**src/rtl/pwr_seq_pkg.sv**
```systemverilog
package pwr_seq_pkg;
  // All delays are counted in half-millisecond ticks.
  localparam int unsigned TICK_HZ = 2000;

  typedef enum logic {
    RAIL_BAD  = 1'b0,
    RAIL_GOOD = 1'b1
  } rail_st_e;

  function automatic int unsigned cnt_bits(input int unsigned max_val);
    return (max_val < 2) ? 1 : $clog2(max_val + 1);
  endfunction
endpackage

```
**src/rtl/pwr_tick_gen.sv**
```systemverilog
module pwr_tick_gen #(
  parameter int unsigned CLK_HZ  = 250_000_000,
  parameter int unsigned TICK_HZ = 2000
) (
  input  logic clk,
  input  logic rst_n,
  output logic tick
);
  localparam int unsigned DIV   = (CLK_HZ / TICK_HZ < 2) ? 2 : CLK_HZ / TICK_HZ;
  localparam int unsigned DIV_W = $clog2(DIV);

  logic [DIV_W-1:0] div_q;

  always_ff @(posedge clk) begin
    if (!rst_n) begin
      div_q <= '0;
      tick  <= 1'b0;
    end else if (div_q == DIV_W'(DIV - 1)) begin
      div_q <= '0;
      tick  <= 1'b1;
    end else begin
      div_q <= div_q + 1'b1;
      tick  <= 1'b0;
    end
  end
endmodule

```
**src/rtl/pwr_rail_hyst.sv**
```systemverilog
module pwr_rail_hyst
  import pwr_seq_pkg::*;
#(
  parameter int unsigned MV_W    = 13,
  parameter int unsigned RISE_MV = 2943,
  parameter int unsigned FALL_MV = 2793
) (
  input  logic            clk,
  input  logic            rst_n,
  input  logic            arm,
  input  logic            fire,
  input  logic [MV_W-1:0] mv,
  output logic            good
);
  rail_st_e st_q;

  always_ff @(posedge clk) begin
    if (!rst_n || !arm) begin
      st_q <= RAIL_BAD;
    end else if (fire) begin
      if (mv > MV_W'(RISE_MV))      st_q <= RAIL_GOOD;
      else if (mv < MV_W'(FALL_MV)) st_q <= RAIL_BAD;
    end
  end

  assign good = (st_q == RAIL_GOOD);
endmodule

```
**src/rtl/pwr_bad_filter.sv**
```systemverilog
module pwr_bad_filter
  import pwr_seq_pkg::*;
#(
  parameter int unsigned HOLD_TICKS = 95
) (
  input  logic clk,
  input  logic rst_n,
  input  logic arm,
  input  logic tick,
  input  logic raw_good,
  output logic good
);
  localparam int unsigned CW = cnt_bits(HOLD_TICKS);

  logic [CW-1:0] cnt_q;

  always_ff @(posedge clk) begin
    if (!rst_n || !arm) begin
      good  <= 1'b0;
      cnt_q <= '0;
    end else if (raw_good) begin
      good  <= 1'b1;
      cnt_q <= '0;
    end else if (good && tick) begin
      if (cnt_q == CW'(HOLD_TICKS - 1)) begin
        good  <= 1'b0;
        cnt_q <= '0;
      end else begin
        cnt_q <= cnt_q + 1'b1;
      end
    end
  end
endmodule

```
**src/rtl/pwr_pg_delay.sv**
```systemverilog
module pwr_pg_delay
  import pwr_seq_pkg::*;
#(
  parameter int unsigned SHORT_TICKS = 200,
  parameter int unsigned LONG_TICKS  = 890
) (
  input  logic clk,
  input  logic rst_n,
  input  logic cond,
  input  logic tick,
  input  logic use_long,
  output logic pg
);
  localparam int unsigned MAXT = (LONG_TICKS > SHORT_TICKS) ? LONG_TICKS : SHORT_TICKS;
  localparam int unsigned CW   = cnt_bits(MAXT);

  logic          run_q;
  logic [CW-1:0] tgt_q;
  logic [CW-1:0] cnt_q;

  always_ff @(posedge clk) begin
    if (!rst_n || !cond) begin
      run_q <= 1'b0;
      tgt_q <= '0;
      cnt_q <= '0;
      pg    <= 1'b0;
    end else if (!run_q) begin
      // Length is latched once, when the count starts.
      run_q <= 1'b1;
      tgt_q <= use_long ? CW'(LONG_TICKS) : CW'(SHORT_TICKS);
      cnt_q <= '0;
    end else if (!pg && tick) begin
      if (cnt_q == tgt_q - 1'b1) pg <= 1'b1;
      else                       cnt_q <= cnt_q + 1'b1;
    end
  end
endmodule

```
**src/rtl/pwr_rst_chain.sv**
```systemverilog
module pwr_rst_chain
  import pwr_seq_pkg::*;
#(
  parameter int unsigned PCI_TICKS = 2,
  parameter int unsigned CPU_TICKS = 2
) (
  input  logic clk,
  input  logic rst_n,
  input  logic pg,
  input  logic tick,
  output logic pci_rst_n,
  output logic cpu_rst_n
);
  localparam int unsigned MAXT = (PCI_TICKS > CPU_TICKS) ? PCI_TICKS : CPU_TICKS;
  localparam int unsigned CW   = cnt_bits(MAXT);

  logic [CW-1:0] cnt_q;

  always_ff @(posedge clk) begin
    if (!rst_n || !pg) begin
      pci_rst_n <= 1'b0;
      cpu_rst_n <= 1'b0;
      cnt_q     <= '0;
    end else if (tick) begin
      if (!pci_rst_n) begin
        if (cnt_q == CW'(PCI_TICKS - 1)) begin
          pci_rst_n <= 1'b1;
          cnt_q     <= '0;
        end else begin
          cnt_q <= cnt_q + 1'b1;
        end
      end else if (!cpu_rst_n) begin
        if (cnt_q == CW'(CPU_TICKS - 1)) cpu_rst_n <= 1'b1;
        else                             cnt_q <= cnt_q + 1'b1;
      end
    end
  end
endmodule

```
**src/rtl/pwr_seq_top.sv**
```systemverilog
module pwr_seq_top
  import pwr_seq_pkg::*;
#(
  parameter int unsigned CLK_HZ      = 250_000_000,
  parameter int unsigned MV_W        = 13,
  parameter int unsigned A_RISE_MV   = 2943,
  parameter int unsigned A_FALL_MV   = 2793,
  parameter int unsigned B5_RISE_MV  = 4461,
  parameter int unsigned B5_FALL_MV  = 4311,
  parameter int unsigned B3_RISE_MV  = 2943,
  parameter int unsigned B3_FALL_MV  = 2793,
  parameter int unsigned A_DLY_T     = 700,
  parameter int unsigned B_SHORT_T   = 200,
  parameter int unsigned B_LONG_T    = 890,
  parameter int unsigned B_HOLD_T    = 95,
  parameter int unsigned PCI_T       = 2,
  parameter int unsigned CPU_T       = 2
) (
  input  logic            clk,
  input  logic            rst_n,
  input  logic            en_a,
  input  logic            en_b5,
  input  logic            en_b3,
  input  logic            rail_valid,
  output logic            rail_ready,
  input  logic [MV_W-1:0] rail_a_mv,
  input  logic [MV_W-1:0] rail_b5_mv,
  input  logic [MV_W-1:0] rail_b3_mv,
  output logic            pg_a,
  output logic            pg_b,
  output logic            pci_rst_n,
  output logic            cpu_rst_n
);
  localparam int unsigned NB = 2;

  logic            tick;
  logic            fire;
  logic            a_good;
  logic            b_arm;
  logic [MV_W-1:0] b_mv [NB];
  logic [NB-1:0]   b_raw;
  logic [NB-1:0]   b_good;

  assign rail_ready = 1'b1;
  assign fire       = rail_valid & rail_ready;
  assign b_arm      = en_b5 & en_b3;
  assign b_mv[0]    = rail_b5_mv;
  assign b_mv[1]    = rail_b3_mv;

  pwr_tick_gen #(.CLK_HZ(CLK_HZ), .TICK_HZ(TICK_HZ)) u_tick (
    .clk(clk), .rst_n(rst_n), .tick(tick)
  );

  pwr_rail_hyst #(.MV_W(MV_W), .RISE_MV(A_RISE_MV), .FALL_MV(A_FALL_MV)) u_a_rail (
    .clk(clk), .rst_n(rst_n), .arm(en_a), .fire(fire), .mv(rail_a_mv), .good(a_good)
  );

  pwr_pg_delay #(.SHORT_TICKS(A_DLY_T), .LONG_TICKS(A_DLY_T)) u_a_dly (
    .clk(clk), .rst_n(rst_n), .cond(a_good & en_a), .tick(tick),
    .use_long(1'b0), .pg(pg_a)
  );

  for (genvar gi = 0; gi < NB; gi++) begin : g_brail
    localparam int unsigned RISE = (gi == 0) ? B5_RISE_MV : B3_RISE_MV;
    localparam int unsigned FALL = (gi == 0) ? B5_FALL_MV : B3_FALL_MV;

    pwr_rail_hyst #(.MV_W(MV_W), .RISE_MV(RISE), .FALL_MV(FALL)) u_hyst (
      .clk(clk), .rst_n(rst_n), .arm(b_arm), .fire(fire), .mv(b_mv[gi]), .good(b_raw[gi])
    );

    pwr_bad_filter #(.HOLD_TICKS(B_HOLD_T)) u_filt (
      .clk(clk), .rst_n(rst_n), .arm(b_arm), .tick(tick),
      .raw_good(b_raw[gi]), .good(b_good[gi])
    );
  end

  pwr_pg_delay #(.SHORT_TICKS(B_SHORT_T), .LONG_TICKS(B_LONG_T)) u_b_dly (
    .clk(clk), .rst_n(rst_n), .cond((&b_good) & b_arm), .tick(tick),
    .use_long(pg_a), .pg(pg_b)
  );

  pwr_rst_chain #(.PCI_TICKS(PCI_T), .CPU_TICKS(CPU_T)) u_rst (
    .clk(clk), .rst_n(rst_n), .pg(pg_b), .tick(tick),
    .pci_rst_n(pci_rst_n), .cpu_rst_n(cpu_rst_n)
  );
endmodule

```
**config.mk**
```make
export PLATFORM = sky130hd
export DESIGN_NAME = pwr_seq_top
export DESIGN_NICKNAME = d
export VERILOG_FILES = /design/src/rtl/pwr_seq_pkg.sv /design/src/rtl/pwr_tick_gen.sv /design/src/rtl/pwr_rail_hyst.sv /design/src/rtl/pwr_bad_filter.sv /design/src/rtl/pwr_pg_delay.sv /design/src/rtl/pwr_rst_chain.sv /design/src/rtl/pwr_seq_top.sv
export SDC_FILE = /design/constraint.sdc
export NUM_CORES = 1
export LEC_CHECK = 0
export ABC_AREA = 1
export BUFFER_PORTS_ARGS = -buffer_cell sky130_fd_sc_hd__buf_2
export CAP_MARGIN = 25
export CORE_ASPECT_RATIO = 1.25
export CORE_MARGIN = 5
export CORE_UTILIZATION = 25
export CTS_CLUSTER_DIAMETER = 150
export DETAILED_ROUTE_END_ITERATION = 7
export SETUP_SLACK_MARGIN = 0.05
export SLEW_MARGIN = 40
export SYNTH_ARGS = -nofsm -noshare
export SYNTH_HDL_FRONTEND = slang
export SYNTH_HIERARCHICAL = 1
export SYNTH_SLANG_ARGS = --single-unit
```
**constraint.sdc**
```tcl
create_clock -name clk -period 1.8 [get_ports clk]
set_input_delay 0.18 -clock clk [delete_from_list [all_inputs] [get_ports clk]]
set_output_delay 0.18 -clock clk [all_outputs]
set_load 0.005 [all_outputs]
```
==> summary.md, run 1 <==
| Metric | Value |
|---|---|
| CP max FO | `9` |
| Detailed Routing Iterations Pass 1 | `4` |
| Post-CTS Setup Bufs | `0` |
| Clk slew on worst S/H paths | `50 ps` |
| Mapped Area | `0.00417 mm^2` |
| Most used cell, CP | `nand2_1` |
| Fillcell total | `1837` |
| Total power | `3220 uW` |
| I/O Pins | `50` |
| Initial antenna violation count | `0` |
| Routability cong. | `0.805` |
| IO Port Bufs | `48` |
| Final net count | `761` |
| Highest routed layer | `met4` |
| Crit path DAT | `1840 ps` |
| First-pass GRT wire length | `14800 um` |
| Vias | `3907` |
| Post-cts resize count | `0` |
| Reg2Reg Setup Slack | `180 ps` |
| M1 WL | `3910 um` |
| Die Ht | `154 um` |
| H-tree depth | `3` |
| CTS Root Cell | `clkbuf_16` |
| Outcome | `complete, no violations` |
| Layout area overhead | `18.0%` |
| Post-Synthesis Net Count | `705` |
| Crit Reg-Reg Startpoint | `u_b_dly/tgt_q[8]` |
| Max Clock Skew | `6.30 ps` |
| Vias in the first global route | `3515` |
| Max Slew Vio Count | `0` |
| Post-Synthesis Cells | `649` |
| Max-cap violations | `0` |
| TritonCTS Buffers | `9` |
| Hold Path Class | `input pin to register` |
| Nature of the critical path startpoint | `register` |
| GRT Total Usage | `8.90%` |
| Hold path start | `en_a` |
| Peak supply drop | `0.000380 V` |
| Crit path largest cell delay | `330 ps` |
| Hold EP | `u_a_rail/good` |
| Setup Viol. Count Final | `0` |
| WS Path Type | `register to register` |
| Std-Cell Core Area | `0.0163 mm^2` |
| Storage cell area | `0.00138 mm^2` |
| Final ANT Viol Nets | `0` |
| Clock Sinks | `69` |
| CP cell instances | `inv_2 -> ha_1 -> inv_1 -> nand2_1 -> nand2_1 -> nand2_1 -> nand2_1 -> nor2_2 -> nand3_2 -> nand2_4 -> inv_1 -> nor2_1 -> nor2_1` |
| Most common cell after layout, fill and taps aside | `nand2_1` |
| Met3 wire length | `303 um` |
| Hold Path Stages | `3` |
| DRC errors left | `0` |
| Commonest cells after routing, fill and taps aside | `176 x nand2_1, 102 x nor2_1, 93 x inv_1` |
| RSZ-0062 raised after global routing | `no` |
| Skew-Pair Late Insertion Delay | `320 ps` |
| Multi-input logic area | `0.00236 mm^2` |
| Routed WL | `8670 um` |
| Routed length per instance | `9.40 um` |
| Hold buffer count at cts | `0` |
| Die area | `0.0194 mm^2` |
| Leakage | `0.00208 uW` |
| Max-slew headroom | `57.8%` |
| Largest net degree at the start of global routing | `21` |
| Power Dens Cells | `655 mW/mm^2` |
| Vias/cell | `4.23` |
| Synth warn | `6` |
| Final period util | `90.0%` |
| Starting DRT DRC Count | `116` |
| Ant diodes | `0` |
| Share of layout cells above drive strength 1 | `17.3%` |
| Final setup TNS | `0 ps` |
| Die X | `125 um` |
| Required @ worst endpoint | `2020 ps` |
| Crit. End Element | `register` |
| Longest Clk Path Bufs | `2` |
| Worst R2R Path Depth | `13` |
| Fmax | `0.617 GHz` |
| CP max stage cell | `dfxtp_2` |
| Congestion Overflow GR | `0` |
| Starting density of the core | `25.6%` |
| CTS tree | `built` |
| # rows | `52` |
| DP HPWL | `6750 um` |
| Reg2reg end | `u_b_dly/cnt_q[1]` |
| Syn_area_per_cell | `6.42 um^2` |
| Hold Vio Cnt, Final | `0` |
| Metal2 WL | `4350 um` |
| Least-Margin Pin Slew | `630 ps` |
| Final min period | `1620 ps` |
## flip-flops by register name, summed over array words and instances, names as in the netlist, 2 cells and up
name,cells
g_brail.u_filt/good,2
u_b_dly/tgt_q,3
g_brail.u_hyst/good,2
u_a_dly/cnt_q,10
u_b_dly/cnt_q,10
g_brail.u_filt/cnt_q,14
u_tick/div_q,17
u_rst/cnt_q,2
## metal layers
metal	vias to the layer above	global-route usage (%)
met5	-	0
met2	72	16.3
li1	2131	-
met3	7	1.76
met4	0	3.25
met1	1697	10.2
## final cells by class
class / count / share of cell area, %
clock buffer: 11 / 4.94
multi-input combinational: 473 / 48.1
clock inverter: 2 / 0.254
inverter: 100 / 7.63
tap: 216 / 5.49
timing repair buffer: 52 / 5.52
sequential: 69 / 28.1
## critical path, delay by kind of cell, from the launching register on
kind	cells	cell delay, ps
adder cells (fa/ha/maj)	1	190
AND/OR/NAND/NOR	9	760
flip-flops	1	330
buffers and inverters	3	240
## per-stage QoR
| stage | setup slack [ps] | std cells | util (%) | instance area, um^2 | hold slack (ps) |
|---|---|---|---|---|---|
| after floorplan | 261 | 649 | - | 4170 | 292 |
| after global placement | 166 | 909 | 28.5 | 4630 | 431 |
| after detailed placement | 148 | 909 | 28.5 | 4630 | 436 |
| after CTS | 135 | 922 | 30.0 | 4880 | 94.4 |
| after global routing | 36.3 | 923 | 30.2 | 4920 | 100 |
| final | 180 | 923 | 30.2 | 4920 | 108 |
## how the worst max path moves through the flow
stage                     start               end  slack [ps]  cells after the start
2_1_floorplan  u_b_dly/tgt_q[8]  u_b_dly/cnt_q[1]         260                     12
3_3_place_gp   u_b_dly/tgt_q[8]  u_b_dly/cnt_q[1]         170                     12
3_5_place_dp   u_b_dly/tgt_q[8]  u_b_dly/cnt_q[1]         150                     12
4_1_cts        u_b_dly/tgt_q[8]  u_b_dly/cnt_q[1]         130                     12
5_1_grt        u_b_dly/tgt_q[6]  u_b_dly/cnt_q[0]          40                     12
6_report       u_b_dly/tgt_q[8]  u_b_dly/cnt_q[1]         180                     13
## where the power goes
group	switching [uW]	leakage [uW]	internal, uW	total [uW]
combinational	83.3	0.00140	67.9	151
sequential	7.05	0.000557	1540	1540
clock	585	0.000123	943	1530
Note: power is estimated with default switching activity, not from simulation.
==> run 2, diff against run 1 <==
- CAP_MARGIN: 25 -> not set
- CORE_UTILIZATION: 25 -> 55
- PLACE_DENSITY: not set -> 0.76
==> summary.md, run 2 (synthesis gave the netlist of run 1 again) <==
| Metric | Value |
|---|---|
| Reg with most FFs | `u_tick/div_q` |
| Final ANT Viol Nets | `0` |
| Outcome | `complete, no violations` |
| Power Dens Cells | `595 mW/mm^2` |
| Reg2reg end | `u_b_dly/cnt_q[0]` |
| Required @ worst endpoint | `2080 ps` |
| Critical Path Source | `u_b_dly/tgt_q[6]` |
| Max Slew Vio Count | `0` |
| Nature of the critical path startpoint | `register` |
| Vias in the first global route | `3659` |
| Hold Vio Cnt, Final | `0` |
| Sw Ratio | `23.7%` |
| Crit path DAT | `1840 ps` |
| Std-Cell Core Area | `0.00740 mm^2` |
| Ant diodes | `0` |
| Post-CTS Setup Bufs | `0` |
| Combinational power share | `5.5%` |
| Worst Setup EP | `u_b_dly/cnt_q[0]` |
| Starting DRT DRC Count | `104` |
| GRT Total Usage | `18.6%` |
| Worst R2R Path Depth | `12` |
| Die Ht | `107 um` |
| Final min period | `1560 ps` |
| Final setup TNS | `0 ps` |
| # rows | `35` |
| Fin Hold WS | `91.4 ps` |
| Clock power frac | `39.3%` |
| CP max FO | `5` |
| TritonCTS Buffers | `9` |
| Max Clock Skew | `12.2 ps` |
| I/O Pins | `50` |
| Hold Path Class | `input pin to register` |
| CTS tree | `built` |
| Flop pwr share | `55.3%` |
| Most common cell after layout, fill and taps aside | `nand2_1` |
| Peak supply drop | `0.000357 V` |
| CTS Root Cell | `clkbuf_8` |
| Die X | `87.9 um` |
| Total power | `2790 uW` |
| Design internal power | `2130 uW` |
| Vias/cell | `4.95` |
| Fin worst setup slack | `239 ps` |
| Initial antenna violation count | `0` |
| Commonest cells after routing, fill and taps aside | `174 x nand2_1, 102 x nor2_1, 93 x inv_1` |
| Routability cong. | `0.856` |
| DRC errors left | `0` |
| WS Path Type | `register to register` |
| Final period util | `86.7%` |
| Longest Clk Path Bufs | `2` |
| Fmax | `0.640 GHz` |
| Skew-Pair Late Insertion Delay | `340 ps` |
| Layout area overhead | `12.4%` |
| Dpl ws | `108 ps` |
| Routed WL | `8270 um` |
| Starting density of the core | `56.3%` |
| First-pass GRT wire length | `14500 um` |
| RSZ-0062 raised after global routing | `no` |
| Crit Reg-Reg Startpoint | `u_b_dly/tgt_q[6]` |
| Crit. End Element | `register` |
| IO Port Bufs | `48` |
| Clock Sinks | `69` |
| Routed length per instance | `10.3 um` |
| Share of layout cells above drive strength 1 | `18.1%` |
| Final net count | `761` |
| Post-layout util | `63.3%` |
| Reg2Reg Setup Slack | `240 ps` |
| Vias | `3963` |
| Sw Pwr | `660 uW` |
| Leakage | `0.00204 uW` |
| H-tree depth | `3` |
| Setup Viol. Count Final | `0` |
| Largest net degree at the start of global routing | `21` |
| Die area | `0.00943 mm^2` |
| Number of flip-flops in the largest register | `17` |
| Detailed Routing Iterations Pass 1 | `7` |
| Largest regs | `u_tick/div_q: 17 flops, g_brail.u_filt/cnt_q: 14 flops` |
| Max-cap violations | `0` |
| DP HPWL | `6300 um` |
| Clk slew on worst S/H paths | `80 ps` |
| Congestion Overflow GR | `0` |
-- run 2: how the worst min path moves through the flow --
stage | startpoint | to | slack [ps] | cells after the start
after global routing | en_a | u_a_rail/good | 80 | 3
after CTS | en_a | u_a_rail/good | 70 | 3
after global placement | en_a | u_a_rail/good | 430 | 3
final | en_a | u_a_rail/good | 90 | 3
after floorplan | rst_n | u_tick/tick | 290 | 2
after detailed placement | en_a | u_a_rail/good | 440 | 3
-- run 2: final cells by class --
type,count,area [um^2]
Multi-Input combinational cell,473,2360
Timing Repair Buffer,52,270
Inverter,100,380
Clock buffer,11,141
Clock inverter,4,25.0
Sequential cell,69,1390
Fill cell,692,2720
Tap cell,92,115
-- run 2: metal layers --
layer / vias to the layer above / wire length [um] / track usage (%)
met5: - / 0 / 0
met4: 0 / 140 / 7.24
met3: 12 / 302 / 3.52
met2: 69 / 3980 / 32.2
met1: 1760 / 3850 / 22.4
li1: 2122 / - / -
-- run 2: critical path, cell delays in order (launching register included) --
cell and delay [ps]:
dfxtp_2 350, inv_2 70, ha_1 210, nand2_2 70, nand2_1 50, nor2_1 90, nand2_1 70, nor2_2 110
nand3_2 110, buf_4 180, nand3_1 60, nand2_1 50, nor2_1 80
-- run 2: repair_timing --
action,4_1_cts,5_1_grt
endpoints found under the setup margin,0,11
hold buffers,0,0
resized for setup,0,11
-- run 2: power groups by stage --
stage | Combinational [uW] | Clock [uW] | Sequential, uW
after floorplan | 82.7 | 0 | 1570
after global placement | 148 | 0 | 1580
after detailed placement | 154 | 0 | 1580
after CTS | 154 | 1130 | 1540
after global routing | 177 | 1200 | 1540
final | 152 | 1090 | 1540
-- run 2: metrics by stage --
stage	cell area [um^2]	instances
finish	4680	801
global route	4680	801
CTS	4650	801
detailed placement	4480	786
global placement	4480	786
floorplan	4170	649
==> run 3, diff against run 2 <==
- RECOVER_POWER: not set -> 50
==> summary.md, run 3 (synthesis gave the netlist of run 1 again) <==
| Metric | Value |
|---|---|
| Outcome | `complete, no violations` |
| Final period util | `87.1%` |
| CTS Root Cell | `clkbuf_8` |
| Die area | `0.00943 mm^2` |
| Final net count | `761` |
| Setup Viol. Count Final | `0` |
| Dpl ws | `108 ps` |
| Leakage | `0.00203 uW` |
| Commonest cells after routing, fill and taps aside | `178 x nand2_1, 102 x nor2_1, 93 x inv_1` |
| Peak supply drop | `0.000360 V` |
| Vias | `3968` |
| Starting DRT DRC Count | `114` |
| Crit path DAT | `1820 ps` |
| Fin worst setup slack | `233 ps` |
| Skew-Pair Late Insertion Delay | `350 ps` |
| GR Util met3 | `3.52%` |
| # rows | `35` |
| Clk slew on worst S/H paths | `80 ps` |
| TritonCTS Buffers | `9` |
| DP HPWL | `6300 um` |
| Die Ht | `107 um` |
| Required @ worst endpoint | `2050 ps` |
| Nature of the critical path startpoint | `register` |
| WS Path Type | `register to register` |
| I/O Pins | `50` |
| H-tree depth | `3` |
| Vias/cell | `4.95` |
| Top Usage Layer GRT | `met2` |
| Die X | `87.9 um` |
| Clock Sinks | `69` |
| Crit. End Element | `register` |
| Max Slew Vio Count | `0` |
| Final setup TNS | `0 ps` |
| Routed length per instance | `10.3 um` |
| Hold Path Class | `input pin to register` |
| Longest Clk Path Bufs | `2` |
| Fillcell total | `700` |
| CTS tree | `built` |
| First-pass GRT wire length | `14500 um` |
| Std-Cell Core Area | `0.00740 mm^2` |
| Vias in the first global route | `3659` |
| Initial antenna violation count | `0` |
| Fmax | `0.638 GHz` |
| Starting density of the core | `56.3%` |
| Ant diodes | `0` |
| Total power | `2790 uW` |
| Largest regs | `u_tick/div_q: 17 flops, g_brail.u_filt/cnt_q: 14 flops` |
| Routability cong. | `0.856` |
| Met1 Usage GRT | `22.4%` |
| Congestion Overflow GR | `0` |
| Power Dens Cells | `599 mW/mm^2` |
| Layout area overhead | `11.7%` |
| Routed WL | `8280 um` |
| IO Port Bufs | `48` |
| Final ANT Viol Nets | `0` |
| Final min period | `1570 ps` |
| GRT Total Usage | `18.6%` |
| Largest net degree at the start of global routing | `21` |
| Share of layout cells above drive strength 1 | `16.8%` |
| Most common cell after layout, fill and taps aside | `nand2_1` |
| RSZ-0062 raised after global routing | `no` |
| Hold Vio Cnt, Final | `0` |
| Detailed Routing Iterations Pass 1 | `6` |
| Number of flip-flops in the largest register | `17` |
| Max-cap violations | `0` |
| DRC errors left | `0` |
| Reg with most FFs | `u_tick/div_q` |
| Post-CTS Setup Bufs | `0` |
| CP max FO | `20` |
| Max Clock Skew | `11.9 ps` |
| Met2 global-route usage | `32.2%` |
[run 3: where the power goes]
group	total [uW]	internal, uW	switching (uW)
clock network	1100	525	571
registers	1540	1530	6.97
logic	151	67.6	83.3
[run 3: timing repair]
item / 4_1_cts / 5_1_grt
setup endpoints to repair: 0 / 11
gates resized for setup: 0 / 11
hold buffers: 0 / 0
[run 3: area by class of cell]
type | instances | area, um^2 | share of cell area, %
clock inverters | 4 | 25.0 | 0.538
repair buffers | 52 | 265 | 5.70
flip-flops and latches | 69 | 1390 | 29.8
well taps | 92 | 115 | 2.47
inverters | 100 | 380 | 8.17
multi-input cells | 473 | 2340 | 50.3
clock buffers | 11 | 141 | 3.04
[run 3: critical path: stages (launching register included)]
cell     delay, ps
dfxtp_1        360
ha_1           190
nand2_1         60
inv_1           50
nand2_1         50
nor2_2          90
nand3_2        320
nand2_1        190
nand2_1         60
nand2_1         50
nor2_1          30
[run 3: stage by stage]
stage | hold slack [ps] | util (%) | cells | instance area (um^2)
after floorplan | 292 | - | 649 | 4170
after global placement | 426 | 60.5 | 786 | 4480
after detailed placement | 436 | 60.5 | 786 | 4480
after CTS | 72.8 | 62.8 | 801 | 4650
after global routing | 81.7 | 62.9 | 801 | 4650
final | 87.7 | 62.9 | 801 | 4650
[run 3: metal layers]
metal | wire length, um | vias up
met4 | 153 | 0
met1 | 3850 | 1760
met2 | 3950 | 71
li1 | - | 2122
met3 | 327 | 15
met5 | 0 | -
[run 3: worst paths after layout]
check | startpoint | endpoint | slack (ps) | depth (start not counted)
setup / recovery | u_a_dly/cnt_q[0] | u_a_dly/cnt_q[0] | 230 | 10
hold / removal | en_a | u_a_rail/good | 90 | 3
setup reg to reg | u_a_dly/cnt_q[0] | u_a_dly/cnt_q[0] | 230 | 10
hold reg to reg | u_a_dly/run_q | u_a_dly/tgt_q[2] | 450 | 1
